--- src/rtl/sdo_pkg.sv ---
// Shared helpers for the scheduled sub-step digital output block.
// Assumes: widths are derived from elaboration-time parameters only.
package sdo_pkg;
    // Bits needed to hold values 0..n (at least one bit).
    function automatic int bits_for(input int n);
        return (n < 2) ? 1 : $clog2(n + 1);
    endfunction
endpackage

--- src/rtl/sdo_step_timer.sv ---
// Step timer: counts ticks 0..STEP_TICKS-1 and flags the last tick of each step.
// Assumes: every clock is one fine tick; STEP_TICKS >= 2.
module sdo_step_timer #(
    parameter int STEP_TICKS = 1000,
    parameter int OFF_W      = 11
) (
    input  logic             clk,
    input  logic             rst_n,
    output logic [OFF_W-1:0] tick_o,
    output logic             boundary_o
);
    localparam logic [OFF_W-1:0] LAST = OFF_W'(STEP_TICKS - 1);

    logic [OFF_W-1:0] cnt_q;

    assign boundary_o = (cnt_q == LAST);
    assign tick_o     = cnt_q;

    // Advance the in-step tick and wrap at the step boundary.
    always_ff @(posedge clk) begin
        if (!rst_n)          cnt_q <= '0;
        else if (boundary_o) cnt_q <= '0;
        else                 cnt_q <= cnt_q + 1'b1;
    end

    a_r2_tick_in_range: assert property (@(posedge clk) disable iff (!rst_n)
        cnt_q <= LAST);
    a_r2_wrap_to_zero: assert property (@(posedge clk) disable iff (!rst_n)
        boundary_o |=> cnt_q == '0);
endmodule

--- src/rtl/sdo_sched_buf.sv ---
// Double-buffered schedule: a shadow list filled by the host and an active list
// swapped in at each step boundary, if committed; otherwise the active list is emptied.
// Assumes: SLOTS >= 2; writes and commit in the boundary cycle go to the emptied shadow.
module sdo_sched_buf #(
    parameter int STEP_TICKS = 1000,
    parameter int SLOTS      = 4,
    parameter int OFF_W      = 11,
    parameter int CH_W       = 3
) (
    input  logic                        clk,
    input  logic                        rst_n,
    input  logic                        boundary_i,
    input  logic                        wr_en_i,
    input  logic [OFF_W-1:0]            wr_off_i,
    input  logic [CH_W-1:0]             wr_ch_i,
    input  logic                        wr_lvl_i,
    input  logic                        commit_i,
    output logic [SLOTS-1:0]            act_vld_o,
    output logic [SLOTS-1:0][OFF_W-1:0] act_off_o,
    output logic [SLOTS-1:0][CH_W-1:0]  act_ch_o,
    output logic [SLOTS-1:0]            act_lvl_o,
    output logic                        late_o,
    output logic                        bad_o
);
    localparam int SLOT_W = sdo_pkg::bits_for(SLOTS);
    localparam int IDX_W  = $clog2(SLOTS);

    logic [SLOTS-1:0][OFF_W-1:0] sh_off_q;
    logic [SLOTS-1:0][CH_W-1:0]  sh_ch_q;
    logic [SLOTS-1:0]            sh_lvl_q;
    logic [SLOT_W-1:0]           sh_cnt_q;
    logic                        cm_q;
    logic                        late_q;
    logic                        bad_q;

    logic [SLOT_W-1:0] base_cnt;
    logic              base_cm;
    logic              off_ok;
    logic              accept;
    logic [IDX_W-1:0]  wr_idx;

    // Shadow state as seen by this cycle's write, after any boundary clear.
    always_comb begin
        base_cnt = boundary_i ? '0 : sh_cnt_q;
        base_cm  = boundary_i ? 1'b0 : cm_q;
        off_ok   = (wr_off_i < OFF_W'(STEP_TICKS));
        accept   = wr_en_i && off_ok && !base_cm && (base_cnt < SLOT_W'(SLOTS));
        wr_idx   = base_cnt[IDX_W-1:0];
    end

    // Swap or empty the active list at the boundary, then append to the shadow list.
    always_ff @(posedge clk) begin
        if (!rst_n) begin
            sh_off_q  <= '0;
            sh_ch_q   <= '0;
            sh_lvl_q  <= '0;
            sh_cnt_q  <= '0;
            cm_q      <= 1'b0;
            act_vld_o <= '0;
            act_off_o <= '0;
            act_ch_o  <= '0;
            act_lvl_o <= '0;
            late_q    <= 1'b0;
            bad_q     <= 1'b0;
        end else begin
            if (boundary_i) begin
                for (int i = 0; i < SLOTS; i++)
                    act_vld_o[i] <= cm_q && (SLOT_W'(i) < sh_cnt_q);
                act_off_o <= sh_off_q;
                act_ch_o  <= sh_ch_q;
                act_lvl_o <= sh_lvl_q;
                late_q    <= !cm_q;
            end
            if (accept) begin
                sh_off_q[wr_idx] <= wr_off_i;
                sh_ch_q[wr_idx]  <= wr_ch_i;
                sh_lvl_q[wr_idx] <= wr_lvl_i;
            end
            sh_cnt_q <= base_cnt + SLOT_W'(accept);
            cm_q     <= base_cm | commit_i;
            bad_q    <= wr_en_i && !off_ok;
        end
    end

    assign late_o = late_q;
    assign bad_o  = bad_q;

    a_r9_slot_cap: assert property (@(posedge clk) disable iff (!rst_n)
        sh_cnt_q <= SLOT_W'(SLOTS));
    a_r7_late_empty: assert property (@(posedge clk) disable iff (!rst_n)
        boundary_i && !cm_q |=> late_q && act_vld_o == '0);
    a_r4_commit_loads: assert property (@(posedge clk) disable iff (!rst_n)
        boundary_i && cm_q |=> !late_q);
    a_r6_bad_not_stored: assert property (@(posedge clk) disable iff (!rst_n)
        wr_en_i && !off_ok && !boundary_i |=> sh_cnt_q == $past(sh_cnt_q) && bad_q);
endmodule

--- src/rtl/sdo_apply.sv ---
// Compare/apply stage: drives each output to the level of any active entry whose
// offset equals the current tick; entries apply in slot (write) order.
// Assumes: channel numbers at or above N_CH never match.
module sdo_apply #(
    parameter int                N_CH      = 8,
    parameter int                SLOTS     = 4,
    parameter int                OFF_W     = 11,
    parameter int                CH_W      = 3,
    parameter logic [N_CH-1:0]   DEF_LEVEL = '0
) (
    input  logic                        clk,
    input  logic                        rst_n,
    input  logic [OFF_W-1:0]            tick_i,
    input  logic [SLOTS-1:0]            act_vld_i,
    input  logic [SLOTS-1:0][OFF_W-1:0] act_off_i,
    input  logic [SLOTS-1:0][CH_W-1:0]  act_ch_i,
    input  logic [SLOTS-1:0]            act_lvl_i,
    output logic [N_CH-1:0]             dout_o
);
    logic [N_CH-1:0] dout_q;
    logic [N_CH-1:0] nxt;
    logic [SLOTS-1:0] hit;

    // Per-slot match of the current tick against a valid in-range entry.
    always_comb begin
        for (int i = 0; i < SLOTS; i++)
            hit[i] = act_vld_i[i] && (act_off_i[i] == tick_i) && (int'(act_ch_i[i]) < N_CH);
    end

    // Fold matching entries into the next output word; later slots override.
    always_comb begin
        nxt = dout_q;
        for (int i = 0; i < SLOTS; i++)
            if (hit[i]) nxt[act_ch_i[i]] = act_lvl_i[i];
    end

    // Register the outputs.
    always_ff @(posedge clk) begin
        if (!rst_n) dout_q <= DEF_LEVEL;
        else        dout_q <= nxt;
    end

    assign dout_o = dout_q;

    a_r8_hold_without_hit: assert property (@(posedge clk) disable iff (!rst_n)
        hit == '0 |=> dout_q == $past(dout_q));
    a_r1_reset_level: assert property (@(posedge clk)
        !rst_n |=> dout_q == DEF_LEVEL);
endmodule

--- src/rtl/subtick_dout.sv ---
// Top of the scheduled sub-step digital output generator: step timer, double-
// buffered schedule and compare/apply stage.
// Assumes: one fine tick per clock; host writes at most SLOTS entries per step.
module subtick_dout #(
    parameter int              N_CH       = 8,
    parameter int              STEP_TICKS = 1000,
    parameter int              SLOTS      = 4,
    parameter logic [N_CH-1:0] DEF_LEVEL  = '0,
    parameter int              OFF_W      = $clog2(STEP_TICKS) + 1,
    parameter int              CH_W       = (N_CH > 1) ? $clog2(N_CH) : 1
) (
    input  logic             clk,
    input  logic             rst_n,
    input  logic             wr_en_i,
    input  logic [OFF_W-1:0] wr_offset_i,
    input  logic [CH_W-1:0]  wr_chan_i,
    input  logic             wr_level_i,
    input  logic             commit_i,
    output logic [OFF_W-1:0] step_tick_o,
    output logic             late_load_o,
    output logic             bad_entry_o,
    output logic [N_CH-1:0]  dout_o
);
    logic                        boundary;
    logic [SLOTS-1:0]            act_vld;
    logic [SLOTS-1:0][OFF_W-1:0] act_off;
    logic [SLOTS-1:0][CH_W-1:0]  act_ch;
    logic [SLOTS-1:0]            act_lvl;

    sdo_step_timer #(.STEP_TICKS(STEP_TICKS), .OFF_W(OFF_W)) u_timer (
        .clk(clk), .rst_n(rst_n), .tick_o(step_tick_o), .boundary_o(boundary));

    sdo_sched_buf #(.STEP_TICKS(STEP_TICKS), .SLOTS(SLOTS), .OFF_W(OFF_W), .CH_W(CH_W)) u_buf (
        .clk(clk), .rst_n(rst_n), .boundary_i(boundary),
        .wr_en_i(wr_en_i), .wr_off_i(wr_offset_i), .wr_ch_i(wr_chan_i),
        .wr_lvl_i(wr_level_i), .commit_i(commit_i),
        .act_vld_o(act_vld), .act_off_o(act_off), .act_ch_o(act_ch), .act_lvl_o(act_lvl),
        .late_o(late_load_o), .bad_o(bad_entry_o));

    sdo_apply #(.N_CH(N_CH), .SLOTS(SLOTS), .OFF_W(OFF_W), .CH_W(CH_W), .DEF_LEVEL(DEF_LEVEL)) u_apply (
        .clk(clk), .rst_n(rst_n), .tick_i(step_tick_o),
        .act_vld_i(act_vld), .act_off_i(act_off), .act_ch_i(act_ch), .act_lvl_i(act_lvl),
        .dout_o(dout_o));
endmodule

--- config.mk ---
export PLATFORM = sky130hd
export DESIGN_NAME = subtick_dout
export DESIGN_NICKNAME = d
export VERILOG_FILES = /design/src/rtl/sdo_pkg.sv /design/src/rtl/sdo_step_timer.sv /design/src/rtl/sdo_sched_buf.sv /design/src/rtl/sdo_apply.sv /design/src/rtl/subtick_dout.sv
export SDC_FILE = /design/constraint.sdc
export NUM_CORES = 1
export LEC_CHECK = 0
export ABC_AREA = 0
export ABC_CLOCK_PERIOD_IN_PS = 3500
export BUFFER_PORTS_ARGS = -buffer_cell sky130_fd_sc_hd__buf_2
export CAP_MARGIN = 20
export CORE_UTILIZATION = 55
export DETAILED_ROUTE_END_ITERATION = 7
export GPL_ROUTABILITY_DRIVEN = 0
export PLACE_DENSITY = 0.73
export SETUP_SLACK_MARGIN = 0.05
export SLEW_MARGIN = 20
export SYNTH_ARGS = -nofsm -noshare
export SYNTH_HDL_FRONTEND = slang
export SYNTH_SLANG_ARGS = --single-unit
--- constraint.sdc ---
create_clock -name clk -period 3.5 [get_ports clk]
set_input_delay 0.175 -clock clk [delete_from_list [all_inputs] [get_ports clk]]
set_output_delay 0.175 -clock clk [all_outputs]
set_load 0.01 [all_outputs]
# After elaboration in Yosys (flattened, before gate mapping)
# Cells that the tools add are included.
dict set report op_classes {
  add_sub_neg 2
  magnitude_cmp 16
  eq_ne 5
  n_mux 27
  bitwise_logic 2
  n_reduce_logical 21
}
# operator n
set op_table {}
lappend op_table {{$bwmux 44} 1}
lappend op_table {{$eq 11x11->1} 4}
lappend op_table {{$bwmux 8} 4}
lappend op_table {{$mux 8} 4}
lappend op_table {{$demux 11 s2} 1}
lappend op_table {{$logic_and 1x1->1} 17}
lappend op_table {{$lt 3x4->1 const B} 4}
lappend op_table {{$bwmux 12} 1}
lappend op_table {{$demux 1 s3} 4}
lappend op_table {{$ge 3x1->1 const B} 4}
lappend op_table {{$add 11x1->11 const B} 1}
lappend op_table {{$eq 11x10->1 const B} 1}
lappend op_table {{$lt 11x10->1 const B} 1}
lappend op_table {{$mux 11} 1}
lappend op_table {{$demux 3 s2} 1}
lappend op_table {{$lt 1x3->1 const A} 2}
lappend op_table {{$lt 2x3->1 const A} 2}
lappend op_table {{$mux 1} 6}
lappend op_table {{$mux 3} 2}
lappend op_table {{$bwmux 4} 1}
lappend op_table {{$add 3x1->3} 1}
lappend op_table {{$logic_not 1->1} 3}
lappend op_table {{$lt 2x3->1 const B} 1}
lappend op_table {{$lt 3x3->1 const B} 1}
lappend op_table {{5 further kinds} 5}
dict set report word_totals {
  reg_bits 149
  input_bits 19
  output_inout_bits 21
  wordCells 98
}

# Longest topological paths before layout
dict set report logic_depth {
  ltp_word 12
  mapped_depth 11
  ltp_nobuf 10
}

# Cells and area by module
# A second synthesis with hierarchy kept.
dict set report unflattened {
  cells_unflattened 743
  hier_area_um2 7085.5
}
# mod instances cells_each area_each_um2 seq_area_each_um2
set by_module_without_submodules {}
lappend by_module_without_submodules {sdo_sched_buf 1 451 4914.7 2602.5}
lappend by_module_without_submodules {sdo_apply 1 236 1656.6 160.2}
lappend by_module_without_submodules {sdo_step_timer 1 56 514.2 220.2}

# Worst setup path after synthesis
# No wires, ideal clock.
dict set report synth_path {
  kind {flip-flop to flip-flop}
  start {register u_timer.cnt_q[3], in the netlist u_timer.tick_o[3]}
  end {register u_apply.dout_q[0], in the netlist u_apply.dout_o[0]}
  setup_time_ns 0.128
  arrival_time_ns 2.040
  t_required_ns 3.372
  slack_ns 1.332
  stages_incl_launch_ff 8
  path_buffers 1
  period_less_slack_ns 2.168
  cell_sequence {dfxtp_1 > buf_2 > xor2_1 > nor4_2 > nand4_2 > or4_1 > o311ai_1 > a21oi_1}
}
dict set report synth_via {
  elab_chain_len 9
  word_cells_on_any_way 15
  classes_between {eq/ne (4); mux (7); reduce/logical (4)}
}
# item line
set synth_lines {}
lappend synth_lines {{start: declaration} sdo_step_timer.sv:14} ;# logic [OFF_W-1:0] cnt_q;
lappend synth_lines {{start signal: assignment} sdo_step_timer.sv:23} ;# else cnt_q <= cnt_q + 1'b1;
lappend synth_lines {{$eq 11x11->1} sdo_apply.sv:27} ;# hit[i] = act_vld_i[i] && (act_off_i[i] == tick_i) && (int'(act_ch_i[i]) < N_CH);
lappend synth_lines {{$logic_and 1x1->1} sdo_apply.sv:27}
lappend synth_lines {{$mux 8} sdo_apply.sv:34} ;# if (hit[i]) nxt[act_ch_i[i]] = act_lvl_i[i];
lappend synth_lines {{$bwmux 8} sdo_apply.sv:34}
lappend synth_lines {{$mux 8} sdo_apply.sv:34}
lappend synth_lines {{$bwmux 8} sdo_apply.sv:34}
lappend synth_lines {{$mux 8} sdo_apply.sv:34}
lappend synth_lines {{$bwmux 8} sdo_apply.sv:34}
lappend synth_lines {{$mux 8 (*)} sdo_apply.sv:34}
lappend synth_lines {{end signal: assignment} sdo_apply.sv:40} ;# else dout_q <= nxt;
lappend synth_lines {{end: declaration} sdo_apply.sv:20} ;# logic [N_CH-1:0] dout_q;
# Mark *: on every way between the ends. The rest lies on a longest branch, timed or not.
# A chain may end at the register's enable or synchronous reset.

# Worst setup path in the final report
dict set report layout_path {
  start {register u_timer.cnt_q[0], in the netlist u_timer.tick_o[0]}
  end {register u_buf.sh_off_q[2] in the netlist's numbering}
}
dict set report layout_via {
  elab_chain_len 7
  word_cells_on_any_way 13
  classes_between {order compare (3); eq/ne (1); mux (5); reduce/logical (4)}
}
# item line
set layout_lines {}
lappend layout_lines {{$eq 11x10->1 (*)} sdo_step_timer.sv:16} ;# assign boundary_o = (cnt_q == LAST);
lappend layout_lines {{$mux 3} sdo_sched_buf.sv:44} ;# base_cnt = boundary_i ? '0 : sh_cnt_q;
lappend layout_lines {{$lt 2x3->1 (not written as such) / $ge 2x1->1 (equally long branches)} sdo_sched_buf.sv:75} ;# sh_off_q[wr_idx] <= wr_off_i;
lappend layout_lines {{$logic_and 1x1->1 (not written as such)} sdo_sched_buf.sv:75}
lappend layout_lines {{$mux 11 (not written as such)} sdo_sched_buf.sv:75}
lappend layout_lines {{$demux 11 s2} -}
lappend layout_lines {{$bwmux 44} sdo_sched_buf.sv:75}
lappend layout_lines {{end signal: indexed assignment} sdo_sched_buf.sv:75}
lappend layout_lines {{end: declaration} sdo_sched_buf.sv:28} ;# logic [SLOTS-1:0][OFF_W-1:0] sh_off_q;
# Marked as above.

==> reports/qor_table.md <==
| Metric | Value | Unit |
|:---|:---|:---|
| Met3 wire len | 1090 | µm |
| PwrDens | 483 | mW/mm² |
| Final setup violation count | 0 | - |
| Net count, final | 814 | - |
| Leak pwr | 2.75 | nW |
| Most frequent cell after synthesis | sky130_fd_sc_hd__nand2_1 | - |
| Largest fanout on the critical path | 15 | - |
| Post-route met1 wirelength | 7900 | µm |
| Count of H-tree levels built during CTS | 4 | - |
| Syn avg cell area | 8.62 | µm² |
| Arrival time at the worst endpoint | 3080 | ps |
| Proportion of netlist area held by the largest area contributor | 44.5 | % |
| Proportion of synthesized flip-flops having asynchronous set or reset | 0 | % |
| Mapped Cells | 778 | - |
| Type of origin of the critical path | flop | - |
| First-pass GRT wire length | 27000 | µm |
| Net count after synthesis | 800 | - |
| Seq cells post-synth | 149 | - |
| Final period util | 79.3 | % |
| Result of the run | finished clean | - |
| Worst hold slack across all endpoints | 27.4 | ps |
| Max-slew violation count | 0 | - |
| Setup slack, reg-to-reg | 730 | ps |
| Fraction of final layout cells with drive strength greater than 1 | 11.8 | % |
| Endpoints failing hold | 0 | - |
| Netlist area before placement | 0.00671 | mm² |
| Post-CTS Setup Repair Bufs | 0 | - |
| Number of detailed-routing iterations run before antenna repair | 5 | - |
| Clock Root Buffer | sky130_fd_sc_hd__clkbuf_16 | - |
| HPWL after detailed placement | 11400 | µm |
| Parity-gate share of the synthesized area counting xor and xnor cells | 7.16 | % |
| Total track usage | 27.7 | % |
| Critical Path Sink Type | flop | - |
| Relative area change from synthesis to final layout | 11.7 | % |
| Post-Synth Simple-Gate Area | 24.9 | % |
| Launching point of the worst reg2reg path | u_timer.tick_o[0]$_SDFF_PP0_ | - |
| First-iteration detailed-routing DRC count | 437 | - |
| Worst-path clk slew | 60 | ps |
| Setup repair after global routing missed its margin | false | - |
| Aggregate routed wire length | 16400 | µm |
| Share of synthesized area spent on multiplexers | 4.18 | % |
| Deepest clock path buffer count | 2 | - |
| DRC violations left | 0 | - |
| Worst-margin pin slew | 916 | ps |
| Category of the most critical setup path | reg -> reg | - |
| Via total after detailed routing | 5459 | - |
| Port-buffer cells | 39 | - |
| Yosys warnings | 0 | - |
| Origin of the worst min-delay path | commit_i | - |
| Routed wl met2 | 7220 | µm |
| Std-Cell Core Area | 0.0117 | mm² |
| Fin crit period | 2770 | ps |
| Depth of the worst register-to-register path | 9 | - |
| Post-Route Skew | 19.6 | ps |
| Area contributors post-synth | sky130_fd_sc_hd__dfxtp_1 (44%), sky130_fd_sc_hd__nand2_1 (9.7%), sky130_fd_sc_hd__a21boi_0 (7.2%) | - |
| Maximum number of pins on one net before global-route repair | 69 | - |
| Via-to-Cell Ratio | 5.76 | - |
| Clock latency reported for the late side of the worst-skew pair | 420 | ps |
| Number of sinks handled by clock tree synthesis | 149 | - |
| Hold depth | 3 | - |
| Effective utilization at floorplan | 57.5 | % |
| Detail Route Antenna Nets | 0 | - |
| Utilization of the core after routing | 64.2 | % |
| Fmax | 360 | MHz |
| Dominant synthesized flop cell | sky130_fd_sc_hd__dfxtp_1 | - |
| Total number of placement rows | 39 | - |
| Die boundary height | 112 | µm |
| Count of flip-flops with a built-in enable after synthesis | 0 | - |
| Number of antenna violations at the first check in global routing | 0 | - |
| Origin of the worst setup path | u_timer.tick_o[0]$_SDFF_PP0_ | - |
| Main combinational cell family by area after synthesis | simple AND/OR/NAND/NOR gates | - |
| Largest area contributor in the synthesized netlist | sky130_fd_sc_hd__dfxtp_1 | - |
| Vias in the first global route | 5275 | - |
| VDD IR-drop max | 0.400 | mV |
| Required time of the worst setup path | 3800 | ps |
| Number of buffers added by the clock tree synthesis step | 17 | - |
| Normalized max-slew margin | 38.9 | % |
| Antenna diodes | 0 | - |
| Die ar. | 0.0126 | mm² |
| Setup TNS | 0 | ps |
| Detailed-route wire length per cell | 17.3 | µm |
| Commonest cells in the netlist | sky130_fd_sc_hd__nand2_1 (174), sky130_fd_sc_hd__dfxtp_1 (149), sky130_fd_sc_hd__a21boi_0 (64), sky130_fd_sc_hd__nand3_1 (36), sky130_fd_sc_hd__clkbuf_1 (33) | - |
| Post-synthesis sequential area ratio | 44.5 | % |
| Gr ovfl total | 0 | - |
| Max-Cap Viols | 0 | - |
| Fraction of the mapped netlist area in compound gates | 14.5 | % |
| Type of the tightest min-delay check | in -> reg | - |
| Number of library cell types mapped by synthesis | 53 | - |
| Clock tree from TritonCTS | done | - |
| Adder and majority gate portion of the synthesized area | 0.560 | % |
| Die width | 112 | µm |
| Highest Signal Layer | met4 | - |
| I/O pin cnt | 40 | - |
[power by group]
| part | internal [mW] | switching (mW) |
|---|---|---|
| Combinational | 0.0592 | 0.0845 |
| Sequential | 1.71 | 0.0177 |
| Clock | 1.02 | 0.721 |
[final cells by class]
| cell class | count | area (µm²) |
|---|---|---|
| Fill cell | 971 | 4170 |
| Multi-Input combinational cell | 566 | 3440 |
| Sequential cell | 149 | 2980 |
| Clock buffer | 19 | 453 |
| Timing Repair Buffer | 49 | 275 |
| Tap cell | 143 | 179 |
| Clock inverter | 13 | 124 |
| Inverter | 9 | 33.8 |
[path summary, 6_finish.rpt]
kind	to
worst max-delay path	u_buf.sh_off_q[2]$_SDFFE_PN0P_
worst min-delay path	u_buf.cm_q$_SDFF_PN0_
worst max register to register	u_buf.sh_off_q[2]$_SDFFE_PN0P_
worst min register to register	u_buf.sh_off_q[43]$_SDFFE_PN0P_
[through the flow]
step	std cells	power, mW	setup WS [ps]	instance area, µm²
floorplan	778	1.86	1330	6710
global placement	915	1.90	877	6910
detailed placement	915	1.91	783	6910
CTS	948	3.64	765	7490
global route	948	3.74	516	7490
finish	948	3.62	725	7490
[routing by layer]
metal  vias up  track usage, %
li1       2680               -
met1      2581            38.5
met2       183            41.6
met3        15            7.40
met4         0            9.60
met5         -               0
[critical path, stage by stage (launching register included)]
cell                      delay, ps
sky130_fd_sc_hd__dfxtp_1        540
sky130_fd_sc_hd__ha_1           290
sky130_fd_sc_hd__and3_1         230
sky130_fd_sc_hd__nand3_2        200
sky130_fd_sc_hd__o21ai_1        170
sky130_fd_sc_hd__nand3_2        150
sky130_fd_sc_hd__inv_2          110
sky130_fd_sc_hd__nand3_2        490
sky130_fd_sc_hd__mux2i_1        390
sky130_fd_sc_hd__nor2b_1        100
[logic make-up (layout without fill, tap and decap cells)]
kind of cell             Yosys count  after routing
multiplexers                      28             28
flip-flops                       149            149
AND/OR/NAND/NOR                  341            341
AO/OA/AOI/OAI                    140            140
XOR/XNOR                          54             54
adder cells (fa/ha/maj)            3              3
buffers and inverters             63             90
[flip-flops by register name, indices dropped and copies added, names as in the netlist, 4 cells and up]
register and cells:
u_buf.sh_lvl_q 4, u_buf.sh_off_q 44, u_buf.sh_ch_q 12, u_buf.act_vld_o 4, u_timer.tick_o 11, u_buf.act_ch_o 12
u_buf.act_lvl_o 4, u_apply.dout_o 8, u_buf.act_off_o 44
[cell usage in the layout, fill, tap and decap left out, drive strengths merged, types with 5 or more instances in the layout]
cell type / instances
clkbuf: 19
and2: 5
o21ai: 39
o22a: 5
nand2b: 5
xnor2: 31
nand4: 16
a21boi: 64
inv: 13
clkinv: 5
nor3: 6
nor2b: 32
nand3: 39
mux2i: 28
and3: 9
buf: 48
a21oi: 13
nor2: 27
nor4: 12
dfxtp: 149
nand2: 174
xor2: 23
or4: 6
[repair_timing]
action	CTS	global route
endpoints found under the setup margin	0	0
resized for setup	0	0
hold buffers	1	0
endpoints found under the hold margin	1	0
(Power assumes the default switching activity.)
